<file path="config.mk">
export PLATFORM = sky130hd
export DESIGN_NAME = excVecGen
export DESIGN_NICKNAME = d
export VERILOG_FILES = /design/src/rtl/excVecPkg.sv /design/src/rtl/excVecCtrl.sv /design/src/rtl/excVecDp.sv /design/src/rtl/excVecGen.sv
export SDC_FILE = /design/constraint.sdc
export NUM_CORES = 1
export LEC_CHECK = 0
export BUFFER_PORTS_ARGS = -buffer_cell sky130_fd_sc_hd__buf_4
export CORE_ASPECT_RATIO = 1.25
export CORE_MARGIN = 10
export CORE_UTILIZATION = 38
export DETAILED_ROUTE_END_ITERATION = 12
export GPL_ROUTABILITY_DRIVEN = 0
export PLACE_DENSITY = 0.76
export RECOVER_POWER = 50
export SETUP_SLACK_MARGIN = 0.4
export SLEW_MARGIN = 20
export SYNTH_ARGS = -nofsm -noshare
export SYNTH_HDL_FRONTEND = slang
export SYNTH_SLANG_ARGS = --single-unit
</file>
<file path="constraint.sdc">
create_clock -name clk -period 3.24 [get_ports clk]
set_input_delay 0.648 -clock clk [delete_from_list [all_inputs] [get_ports clk]]
set_output_delay 0.648 -clock clk [all_outputs]
set_load 0.01 [all_outputs]
</file>
<file path="src/rtl/excVecPkg.sv">
package excVecPkg;

  typedef enum logic [1:0] {
    ST_IDLE  = 2'd0,
    ST_FETCH = 2'd1,
    ST_DONE  = 2'd2
  } vecState_t;

  // strobes from control to datapath
  typedef struct packed {
    logic takeTable;  // latch table word address
    logic takeBlock;  // latch direct block address and space tag
    logic takeData;   // latch fetched handler address
  } dpStrobe_t;

endpackage

</file>
<file path="src/rtl/excVecCtrl.sv">
module excVecCtrl
  import excVecPkg::*;
#(
  parameter bit TABLE_ONLY = 1'b0
) (
  input  logic      clk,
  input  logic      rstN,
  input  logic      excReq,
  input  logic      cfgFetch,
  input  logic      rdValid,
  output dpStrobe_t strobe,
  output logic      idle,
  output logic      rdReq,
  output logic      done
);

  vecState_t state, stateNext;
  logic      fetchMode;

  assign fetchMode = TABLE_ONLY | cfgFetch;

  always_comb begin
    strobe    = '0;
    stateNext = state;
    case (state)
      ST_IDLE: begin
        if (excReq) begin
          if (fetchMode) begin
            strobe.takeTable = 1'b1;
            stateNext        = ST_FETCH;
          end else begin
            strobe.takeBlock = 1'b1;
            stateNext        = ST_DONE;
          end
        end
      end
      ST_FETCH: begin
        if (rdValid) begin
          strobe.takeData = 1'b1;
          stateNext       = ST_DONE;
        end
      end
      ST_DONE:  stateNext = ST_IDLE;
      default:  stateNext = ST_IDLE;
    endcase
  end

  always_ff @(posedge clk) begin
    if (!rstN) state <= ST_IDLE;
    else       state <= stateNext;
  end

  assign idle  = (state == ST_IDLE);
  assign rdReq = (state == ST_FETCH);
  assign done  = (state == ST_DONE);

  // completion strobe is a single cycle
  p_done_pulse_r9: assert property (@(posedge clk) disable iff (!rstN)
    done |=> !done);

  // read request held until data returns
  p_read_hold_r3: assert property (@(posedge clk) disable iff (!rstN)
    (rdReq && !rdValid) |=> rdReq);

  // block mode completes next cycle without a read
  p_block_direct_r5: assert property (@(posedge clk) disable iff (!rstN)
    (idle && excReq && !cfgFetch && (TABLE_ONLY == 1'b0)) |=> (done && !rdReq));

  // a busy engine stays busy until its completion cycle
  p_busy_hold_r8: assert property (@(posedge clk) disable iff (!rstN)
    (!idle && !done) |=> !idle);

endmodule

</file>
<file path="src/rtl/excVecDp.sv">
module excVecDp
  import excVecPkg::*;
#(
  parameter int ADDR_W      = 32,
  parameter int VEC_W       = 8,
  parameter bit ALIGN_64K   = 1'b1,
  parameter int BLOCK_WORDS = 64
) (
  input  logic              clk,
  input  logic              rstN,
  input  dpStrobe_t         strobe,
  input  logic [VEC_W-1:0]  excVec,
  input  logic [ADDR_W-1:0] vecBase,
  input  logic              cfgRom,
  input  logic [ADDR_W-1:0] rdData,
  output logic [ADDR_W-1:0] rdAddr,
  output logic [ADDR_W-1:0] handlerAddr,
  output logic              handlerRom
);

  localparam int ALIGN_BITS  = ALIGN_64K ? 16 : 10;
  localparam int TABLE_SHIFT = 2;
  localparam int BLOCK_SHIFT = $clog2(BLOCK_WORDS * 4);
  localparam logic [ADDR_W-1:0] BASE_MASK = {ADDR_W{1'b1}} << ALIGN_BITS;

  logic [ADDR_W-1:0] alignedBase;
  logic [ADDR_W-1:0] vecWide;
  logic [ADDR_W-1:0] tableAddr;
  logic [ADDR_W-1:0] blockAddr;

  assign alignedBase = vecBase & BASE_MASK;
  assign vecWide     = ADDR_W'(excVec);
  assign tableAddr   = alignedBase + (vecWide << TABLE_SHIFT);
  assign blockAddr   = alignedBase + (vecWide << BLOCK_SHIFT);

  always_ff @(posedge clk) begin
    if (!rstN) begin
      rdAddr      <= '0;
      handlerAddr <= '0;
      handlerRom  <= 1'b0;
    end else begin
      if (strobe.takeTable) rdAddr <= tableAddr;
      if (strobe.takeBlock) begin
        handlerAddr <= blockAddr;
        handlerRom  <= cfgRom;
      end else if (strobe.takeData) begin
        handlerAddr <= rdData;
        handlerRom  <= 1'b0;
      end
    end
  end

  // removing the vector offset leaves an aligned base
  p_block_align_r2: assert property (@(posedge clk) disable iff (!rstN)
    strobe.takeBlock |=>
      (((handlerAddr - (ADDR_W'($past(excVec)) << BLOCK_SHIFT)) & ~BASE_MASK) == '0));

  p_table_align_r2: assert property (@(posedge clk) disable iff (!rstN)
    strobe.takeTable |=>
      (((rdAddr - (ADDR_W'($past(excVec)) << TABLE_SHIFT)) & ~BASE_MASK) == '0));

endmodule

</file>
<file path="src/rtl/excVecGen.sv">
module excVecGen
  import excVecPkg::*;
#(
  parameter int ADDR_W      = 32,
  parameter int VEC_W       = 8,
  parameter bit ALIGN_64K   = 1'b1,
  parameter bit TABLE_ONLY  = 1'b0,
  parameter int BLOCK_WORDS = 64
) (
  input  logic              clk,
  input  logic              rstN,
  input  logic              excReq,
  input  logic [VEC_W-1:0]  excVec,
  input  logic [ADDR_W-1:0] vecBase,
  input  logic              cfgFetch,
  input  logic              cfgRom,
  output logic              idle,
  output logic              rdReq,
  output logic [ADDR_W-1:0] rdAddr,
  input  logic              rdValid,
  input  logic [ADDR_W-1:0] rdData,
  output logic [ADDR_W-1:0] handlerAddr,
  output logic              handlerRom,
  output logic              handlerDone
);

  dpStrobe_t strobe;

  excVecCtrl #(
    .TABLE_ONLY(TABLE_ONLY)
  ) u_ctrl (
    .clk     (clk),
    .rstN    (rstN),
    .excReq  (excReq),
    .cfgFetch(cfgFetch),
    .rdValid (rdValid),
    .strobe  (strobe),
    .idle    (idle),
    .rdReq   (rdReq),
    .done    (handlerDone)
  );

  excVecDp #(
    .ADDR_W     (ADDR_W),
    .VEC_W      (VEC_W),
    .ALIGN_64K  (ALIGN_64K),
    .BLOCK_WORDS(BLOCK_WORDS)
  ) u_dp (
    .clk        (clk),
    .rstN       (rstN),
    .strobe     (strobe),
    .excVec     (excVec),
    .vecBase    (vecBase),
    .cfgRom     (cfgRom),
    .rdData     (rdData),
    .rdAddr     (rdAddr),
    .handlerAddr(handlerAddr),
    .handlerRom (handlerRom)
  );

  // completion after a table read reports instruction space
  p_table_space_r6: assert property (@(posedge clk) disable iff (!rstN)
    (handlerDone && $past(rdReq)) |-> !handlerRom);

  // completion follows either returned data or a direct request
  p_done_cause_r4: assert property (@(posedge clk) disable iff (!rstN)
    handlerDone |-> ($past(rdReq && rdValid) || $past(idle && excReq)));

endmodule

</file>
==> results.toml, run 1 <==
[power]
p_int_uw = 1350
p_comb_frac = 0.140
leakage_uw = 0.00130
pwr-share-clk = 0.420
irDropWorstVdd_mv = 0.439
p_sw_frac = 0.246
seqPwrFrac = 0.440
switching_power_uw = 441
pwr_density_cell_nw_per_um2 = 533

[routing]
drtAntennaViolNets = 0
drtIter0Drc = 119
finalWirelength_um = 8000
wl_per_cell_um = 16.6
dr.pass1.iters = 4
remaining_drc_errors = 0
vias_per_cell = 4.92
via_count = 2365

[critical_path]
crit_buf_inv = 1
crit_chain = "nor4bb_4, clkbuf_1, nand2_1, a21boi_0"
crit_family = "buffers and inverters"
required_ns = 3.49
cp.depth = 4
crit_type = "flop to flop"
reg2reg_from = "u_ctrl.state[1]"
crit_arrival_ns = 2.34
start_kind = "flop"
crit_path_top_delay_cell = "clkbuf_1"
ff2ff_path_depth = 4
end_kind = "flop"
slowest_delay_ns = 0.94
path_max_fanout = 25
cp-startpoint = "u_ctrl.state[1]"

[timing]
hold_ws_ns = 0.456
setup_slack_ns = 1.15
fin_crit_sh = 0.645
hold_violations = 0
rsz0062_at_grt = "false"
finalSetupTns_ns = 0
slew_viol_final = 0
fin_crit_ns = 2.09
finalClockSkew_ns = 0.00748
setup_viol = 0
fmax_mhz = 479
relSlewSlack = 0.175
worstMarginPinSlew_ns = 1.24

[worst_hold_path]
worstHoldPathCells = 2
min_from = "u_dp.rdAddr[19]"
holdCritPathClass = "flop to flop"

[placement]
place_inst = 465
io_buffers = 121
hpwl_um = 5810
dpl_worst_slack_ns = 1.14
place_area_um2 = 3350

[yosys]
ys_top_cells_by_count = "nand2_1, dfxtp_1, a21boi_0"
yosysSeqAreaShare = 0.481
ys.flop_type = "dfxtp_1"
yosysMostFrequentCell = "nand2_1"
synth_area_leader_cell = "dfxtp_1"
async_flop_share = 0
ys_warn_count = 0
netlist_instances = 281
synth-edff-count = 0
synth_seq_cells = 59
syn_area_um2 = 2450
ys_top_cells_by_area = "dfxtp_1, a21boi_0, nand2_1"
synth_top_cell_area_share = 0.481
synth_cell_type_count = 27
syn_area_per_cell_um2 = 8.73

[clocking]
htreeDepth = 3
ctsHoldBuffers = 0
clk_pin_slew_worst_paths_ns = 0.07
insertion_delay_ns = 0.32
cts_tree = "built"
ctsLongestPathBuffers = 2
cts_root_buffer = "clkbuf_8"
cts_setup_buffers = 0
cts_buffers = 9
numClockSinks = 59
cts_resized = 0

[die]
io_pins = 146
die_width_um = 91.9
dieArea_um2 = 10100
row_count = 32
start_util = 0.395
die_h_um = 110
fp.coreArea_um2 = 6210

[outcome]
status = "complete, no violations"

[global_routing]
grt_pass1_wl_um = 12300
grt_pass1_vias = 2327
track_usage = 0.150
antenna_found_initial = 0
grt_max_degree = 62
overflow = 0

[run]
cap_violations = 0

[layout]
fin_cells = 481
syn_to_final_growth_pct = 37.1
diodes = 0
multi_input_area_um2 = 1110
fillCellCount = 631
drive_gt1_frac = 0.225
nets = 469
regArea_um2 = 1180
design_area_um2 = 3360
==> flip-flops by register name, indices dropped and copies added, names as in the netlist <==
signal,count
u_ctrl.state,2
u_dp.handlerRom,1
u_dp.handlerAddr,32
u_dp.rdAddr,24
==> through the flow <==
stage,utilization,total power (uW)
after detailed placement,0.540,1090
final,0.542,1790
after global routing,0.542,1870
after global placement,0.540,1080
after CTS,0.576,1840
after floorplan,-,941
==> cell families (layout without fill, tap and decap cells) <==
| logic type | Yosys count | count (layout) | synth area share |
|---|---|---|---|
| simple gates | 113 | 113 | 0.215 |
| compound gates | 74 | 74 | 0.221 |
| flops | 59 | 59 | 0.481 |
| buf+inv | 34 | 142 | 0.0811 |
| other cells | 1 | 8 | 0.00153 |
==> worst reg2reg max path: stages (launching register included) <==
cell	delay (ns)
dfxtp_1	0.44
nor4bb_4	0.32
clkbuf_1	0.94
nand2_1	0.15
a21boi_0	0.18
==> area by class of cell <==
cell class                      count  share of cell area
Sequential cell                    59               0.351
Clock inverter                      5              0.0223
Tap cell                           85              0.0316
Clock buffer                       11              0.0450
Multi-Input combinational cell    195               0.331
Timing Repair Buffer              126               0.219
==> path summary, 6_finish.rpt <==
check                                       end  slack [ns]
worst max register to register  u_dp.rdAddr[27]        1.15
worst min-delay path            u_dp.rdAddr[19]        0.46
worst max-delay path            u_dp.rdAddr[27]        1.15
worst min register to register  u_dp.rdAddr[19]        0.46
==> power groups by stage <==
stage | clock, uW | sequential [uW] | combinational [uW]
floorplan | 0 | 819 | 121
global placement | 0 | 804 | 278
detailed placement | 0 | 806 | 283
CTS | 768 | 790 | 283
global route | 802 | 794 | 277
finish | 754 | 789 | 250
==> layout by cell type (no fill, tap or decap), types with 10 or more instances in the layout <==
| cell type | n |
|---|---|
| buf_4 | 70 |
| nand2_1 | 63 |
| nand3_1 | 20 |
| nor2_1 | 10 |
| a21boi_0 | 35 |
| clkbuf_8 | 11 |
| dfxtp_1 | 59 |
| clkbuf_1 | 56 |
| a22oi_1 | 15 |
==> routing by layer <==
metal  global-route usage  share of wire  vias up
met5                    0              0        -
li1                     -              -     1177
met4               0.0530          0.012        0
met3               0.0668          0.094        8
met2                0.240           0.46      104
met1                0.176           0.44     1076
(Power assumes the default switching activity.)
==> run 2, diff against run 1 <==
- clock period: 3.24 -> 2.1 ns (I/O delays scaled with it)
==> run 2 against run 1 <==
  * Sequential power is 55% higher
  * First-iteration DRC count is 13% lower
  * Clock power is 32% higher
  * Sequential cell count stayed put
  * Critical endpoint is now rdReq
  * Utilization is 0.30 points lower
  * Non-clock buffer count is 2 higher
  * Routed wire length is 0.23% lower
  * Cell area is 0.56% lower
  * Worst setup slack worse by 0.76 ns
  * Largest power group unchanged
==> results.toml, run 2 (synthesis gave the netlist of run 1 again) <==
[die]
row_count = 32
start_util = 0.395
io_pins = 146
dieArea_um2 = 10100
die_width_um = 91.9
fp.coreArea_um2 = 6210
die_h_um = 110

[timing]
hold_ws_ns = 0.310
rsz0062_at_grt = "false"
setup_viol = 0
setup_slack_ns = 0.397
finalClockSkew_ns = 0.00600
hold_violations = 0
finalSetupTns_ns = 0
relSlewSlack = 0.633
fin_crit_ns = 1.70
worstMarginPinSlew_ns = 0.550
slew_viol_final = 0
fin_crit_sh = 0.811
fmax_mhz = 587

[routing]
via_count = 2392
dr.pass1.iters = 5
vias_per_cell = 4.96
wl_per_cell_um = 16.6
drtIter0Drc = 104
finalWirelength_um = 7980
remaining_drc_errors = 0
drtAntennaViolNets = 0

[clocking]
clk_pin_slew_worst_paths_ns = 0.06
ctsLongestPathBuffers = 2
cts_buffers = 9
cts_tree = "built"
ctsHoldBuffers = 0
numClockSinks = 59
cts_root_buffer = "clkbuf_8"
htreeDepth = 3
insertion_delay_ns = 0.33
cts_setup_buffers = 0

[critical_path]
crit_end = "rdReq"
ff2ff_path_depth = 3
crit_type = "flop to output port"
crit_chain = "nor2b_1, buf_4"
reg2reg_from = "u_ctrl.state[0]"
r2r_end = "u_dp.handlerAddr[8]"
crit_arrival_ns = 1.28
path_max_fanout = 11
start_kind = "flop"
end_kind = "output port"
crit_path_top_delay_cell = "dfxtp_1"
required_ns = 1.68
cp-startpoint = "u_ctrl.state[0]"
r2r_setup_slack_ns = 0.46
slowest_delay_ns = 0.60

[power]
irDropWorstVdd_mv = 0.370
total_power_uw = 2600
pwr_density_cell_nw_per_um2 = 778
leakage_uw = 0.00130

[global_routing]
grt_max_degree = 62
track_usage = 0.157
overflow = 0
grt_pass1_vias = 2510
grt_pass1_wl_um = 12800
antenna_found_initial = 0

[layout]
diodes = 0
post-route-util = 0.539
largest_reg_flops = 32
top_register = "u_dp.handlerAddr"
drive_gt1_frac = 0.227
layout_commonest_cell = "buf_4"
nets = 471
fillCellCount = 620
reg_top3 = "u_dp.handlerAddr x32, u_dp.rdAddr x24, u_ctrl.state x2"
syn_to_final_growth_pct = 36.4
most-common-layout-cells = "buf_4, nand2_1, dfxtp_1"

[outcome]
status = "complete, no violations"

[placement]
dpl_worst_slack_ns = 0.405
hpwl_um = 5840
io_buffers = 121

[run]
cap_violations = 0

[worst_hold_path]
holdCritPathClass = "input port to flop"
[run 2: changes by cell type in the layout (fill, tap and decap cells not counted), sizes merged]
cell / previous run / this run
bufinv: 2 / 0
clkbuf: 67 / 72
clkinv: 3 / 1
[run 2: worst min-delay path by stage]
stage	start	to	slack, ns	cells after the start
after floorplan	u_dp.rdAddr[17]	u_dp.rdAddr[17]	0.48	2
after global placement	u_dp.handlerAddr[3]	u_dp.handlerAddr[3]	0.44	2
after detailed placement	u_dp.rdAddr[18]	u_dp.rdAddr[18]	0.45	2
after CTS	rdData[5]	u_dp.handlerAddr[5]	0.30	3
after global routing	rdData[7]	u_dp.handlerAddr[7]	0.33	3
final	rdData[7]	u_dp.handlerAddr[7]	0.31	3
[run 2: what timing repair did]
action                     CTS  global route
gates resized for setup      1             1
pin swaps                    0             1
setup endpoints to repair    1            16
[run 2: final cells by class]
cell class / instances / area, um^2 / area share
tap: 85 / 106 / 0.0318
sequential: 59 / 1180 / 0.353
clock inverter: 1 / 5.00 / 0.00150
multi-input combinational: 195 / 1110 / 0.333
clock buffer: 14 / 193 / 0.0576
timing repair buffer: 128 / 744 / 0.223
[run 2: layer usage]
| layer | part of all wire | track usage |
|---|---|---|
| met1 | 0.42 | 0.178 |
| met4 | 0.017 | 0.0662 |
| met5 | 0 | 0 |
| met3 | 0.092 | 0.0621 |
| met2 | 0.47 | 0.259 |
[run 2: power breakdown]
group          total, uW  switching [uW]  internal (uW)
combinational        387             208            178
sequential          1220            36.9           1180
clock                999             417            581
[run 2: metrics by stage]
| stage | area (um^2) | std cells |
|---|---|---|
| after CTS | 3560 | 482 |
| after floorplan | 2480 | 288 |
| after global placement | 3360 | 467 |
| after detailed placement | 3360 | 467 |
| after global routing | 3350 | 482 |
| final | 3350 | 482 |
[run 2: critical path: cells and delay by family (launching register included)]
family | cells | cell delay (ns)
DFF | 1 | 0.60
buffers and inverters | 1 | 0.14
and+or+nand+nor | 1 | 0.22
==> run 3, diff against run 2 <==
- clock period: 2.1 -> 1.6 ns (I/O delays scaled with it)
==> run 3 against run 2 <==
  * Clock power is 13% higher
  * Power grew 29%
  * Register-to-register slack worse by 0.26 ns
  * Critical endpoint is now handlerDone
  * Highest routed layer unchanged
==> results.toml, run 3 (synthesis gave the netlist of run 1 again) <==
[power]
pwr_density_cell_nw_per_um2 = 912
switching_power_uw = 909
irDropWorstVdd_mv = 0.549
seqPwrFrac = 0.474
p_sw_frac = 0.271
pwr-share-clk = 0.335
leakage_uw = 0.00144
p_comb_frac = 0.191
p_int_uw = 2450

[layout]
syn_to_final_growth_pct = 50.2
layout_commonest_cell = "buf_4"
drive_gt1_frac = 0.319
fin_cells = 502
nets = 491
most-common-layout-cells = "buf_4, nand2_1, clkbuf_1"
design_area_um2 = 3690
top_register = "u_dp.handlerAddr"
largest_reg_flops = 32
diodes = 0
reg_top3 = "u_dp.handlerAddr x32, u_dp.rdAddr x24, u_ctrl.state x2"

[clocking]
cts_tree = "built"
insertion_delay_ns = 0.32
htreeDepth = 3
cts_root_buffer = "clkbuf_8"
ctsLongestPathBuffers = 2
clk_pin_slew_worst_paths_ns = 0.06
ctsHoldBuffers = 0
cts_buffers = 9
numClockSinks = 59

[die]
dieArea_um2 = 10100
fp.coreArea_um2 = 6210
io_pins = 146
start_util = 0.395
die_h_um = 110
row_count = 32
die_width_um = 91.9

[worst_hold_path]
worstHoldPathCells = 3
holdCritPathClass = "input port to flop"
min_from = "cfgRom"
holdPathEnd = "u_dp.handlerRom"

[critical_path]
crit_chain = "buf_8, nor2b_1, buf_4"
ff2ff_path_depth = 3
path_max_fanout = 9
crit_arrival_ns = 1.11
crit_path_top_delay_cell = "dfxtp_4"
r2r_end = "u_dp.handlerAddr[8]"
crit_type = "flop to output port"
reg2reg_from = "u_ctrl.state[0]"
crit_family = "flip-flops"
end_kind = "output port"
slowest_delay_ns = 0.38
r2r_setup_slack_ns = 0.20
crit_buf_inv = 2
cp.depth = 3
start_kind = "flop"
required_ns = 1.28

[global_routing]
grt_max_degree = 29
grt_pass1_vias = 2651
track_usage = 0.160
grt_pass1_wl_um = 13100
antenna_found_initial = 0
overflow = 0

[routing]
dr.pass1.iters = 4
wl_per_cell_um = 17.2
via_count = 2526
remaining_drc_errors = 0
drtAntennaViolNets = 0
vias_per_cell = 5.03
drtIter0Drc = 84
finalWirelength_um = 8650

[timing]
setup_slack_ns = 0.170
finalSetupTns_ns = 0
fin_crit_sh = 0.894
fmax_mhz = 699
finalClockSkew_ns = 0.00538
hold_ws_ns = 0.215
fin_crit_ns = 1.43
slew_viol_final = 0
setup_viol = 0
hold_violations = 0
rsz0062_at_grt = "true"

[placement]
hpwl_um = 6010
place_inst = 475
place_area_um2 = 3490
dpl_worst_slack_ns = -0.0369
io_buffers = 121

[outcome]
status = "complete, no violations"

[run]
cap_violations = 0
[run 3: worst max-delay path by stage]
stage,start,end
2_1_floorplan,u_ctrl.state[1],u_dp.handlerAddr[11]
3_3_place_gp,cfgFetch,u_dp.handlerAddr[4]
3_5_place_dp,cfgFetch,u_dp.handlerAddr[4]
4_1_cts,u_ctrl.state[0],rdReq
5_1_grt,u_ctrl.state[1],u_dp.handlerAddr[11]
6_report,u_ctrl.state[1],handlerDone
[run 3: timing repair]
action | in CTS | in global routing
gates cloned | 3 | 4
pin swaps | 9 | 7
hold endpoints to repair | 0 | 0
endpoints found under the setup margin | 61 | 61
setup buffers | 1 | 4
resized for setup | 26 | 45
[run 3: area by class of cell]
type                            instances  area (um^2)
Clock inverter                          3         15.0
Fill cell                             614         2520
Timing Repair Buffer                  146          966
Sequential cell                        59         1190
Tap cell                               85          106
Multi-Input combinational cell        197         1260
Clock buffer                           12          145
[run 3: power groups by stage]
stage	registers, uW	clock network, uW	logic, uW
6_report	1590	1130	641
5_1_grt	1610	1230	703
4_1_cts	1600	1150	655
3_5_place_dp	1620	0	626
3_3_place_gp	1620	0	617
2_1_floorplan	1660	0	272
[run 3: worst min-delay path: stages]
cell,delay (ns)
buf_4,0.07
nand3_1,0.05
o21ai_1,0.06
[run 3: through the flow]
step           utilization  power [uW]
6_report             0.594        3360
5_1_grt              0.594        3540
4_1_cts              0.605        3400
3_5_place_dp         0.563        2250
3_3_place_gp         0.563        2240
2_1_floorplan            -        1930
[run 3: routing by layer]
layer | GRT usage | vias up | routed length (um)
li1 | - | 1231 | -
met3 | 0.0600 | 7 | 765
met4 | 0.0596 | 0 | 61
met2 | 0.276 | 105 | 4270
met5 | 0 | - | 0
met1 | 0.177 | 1183 | 3550
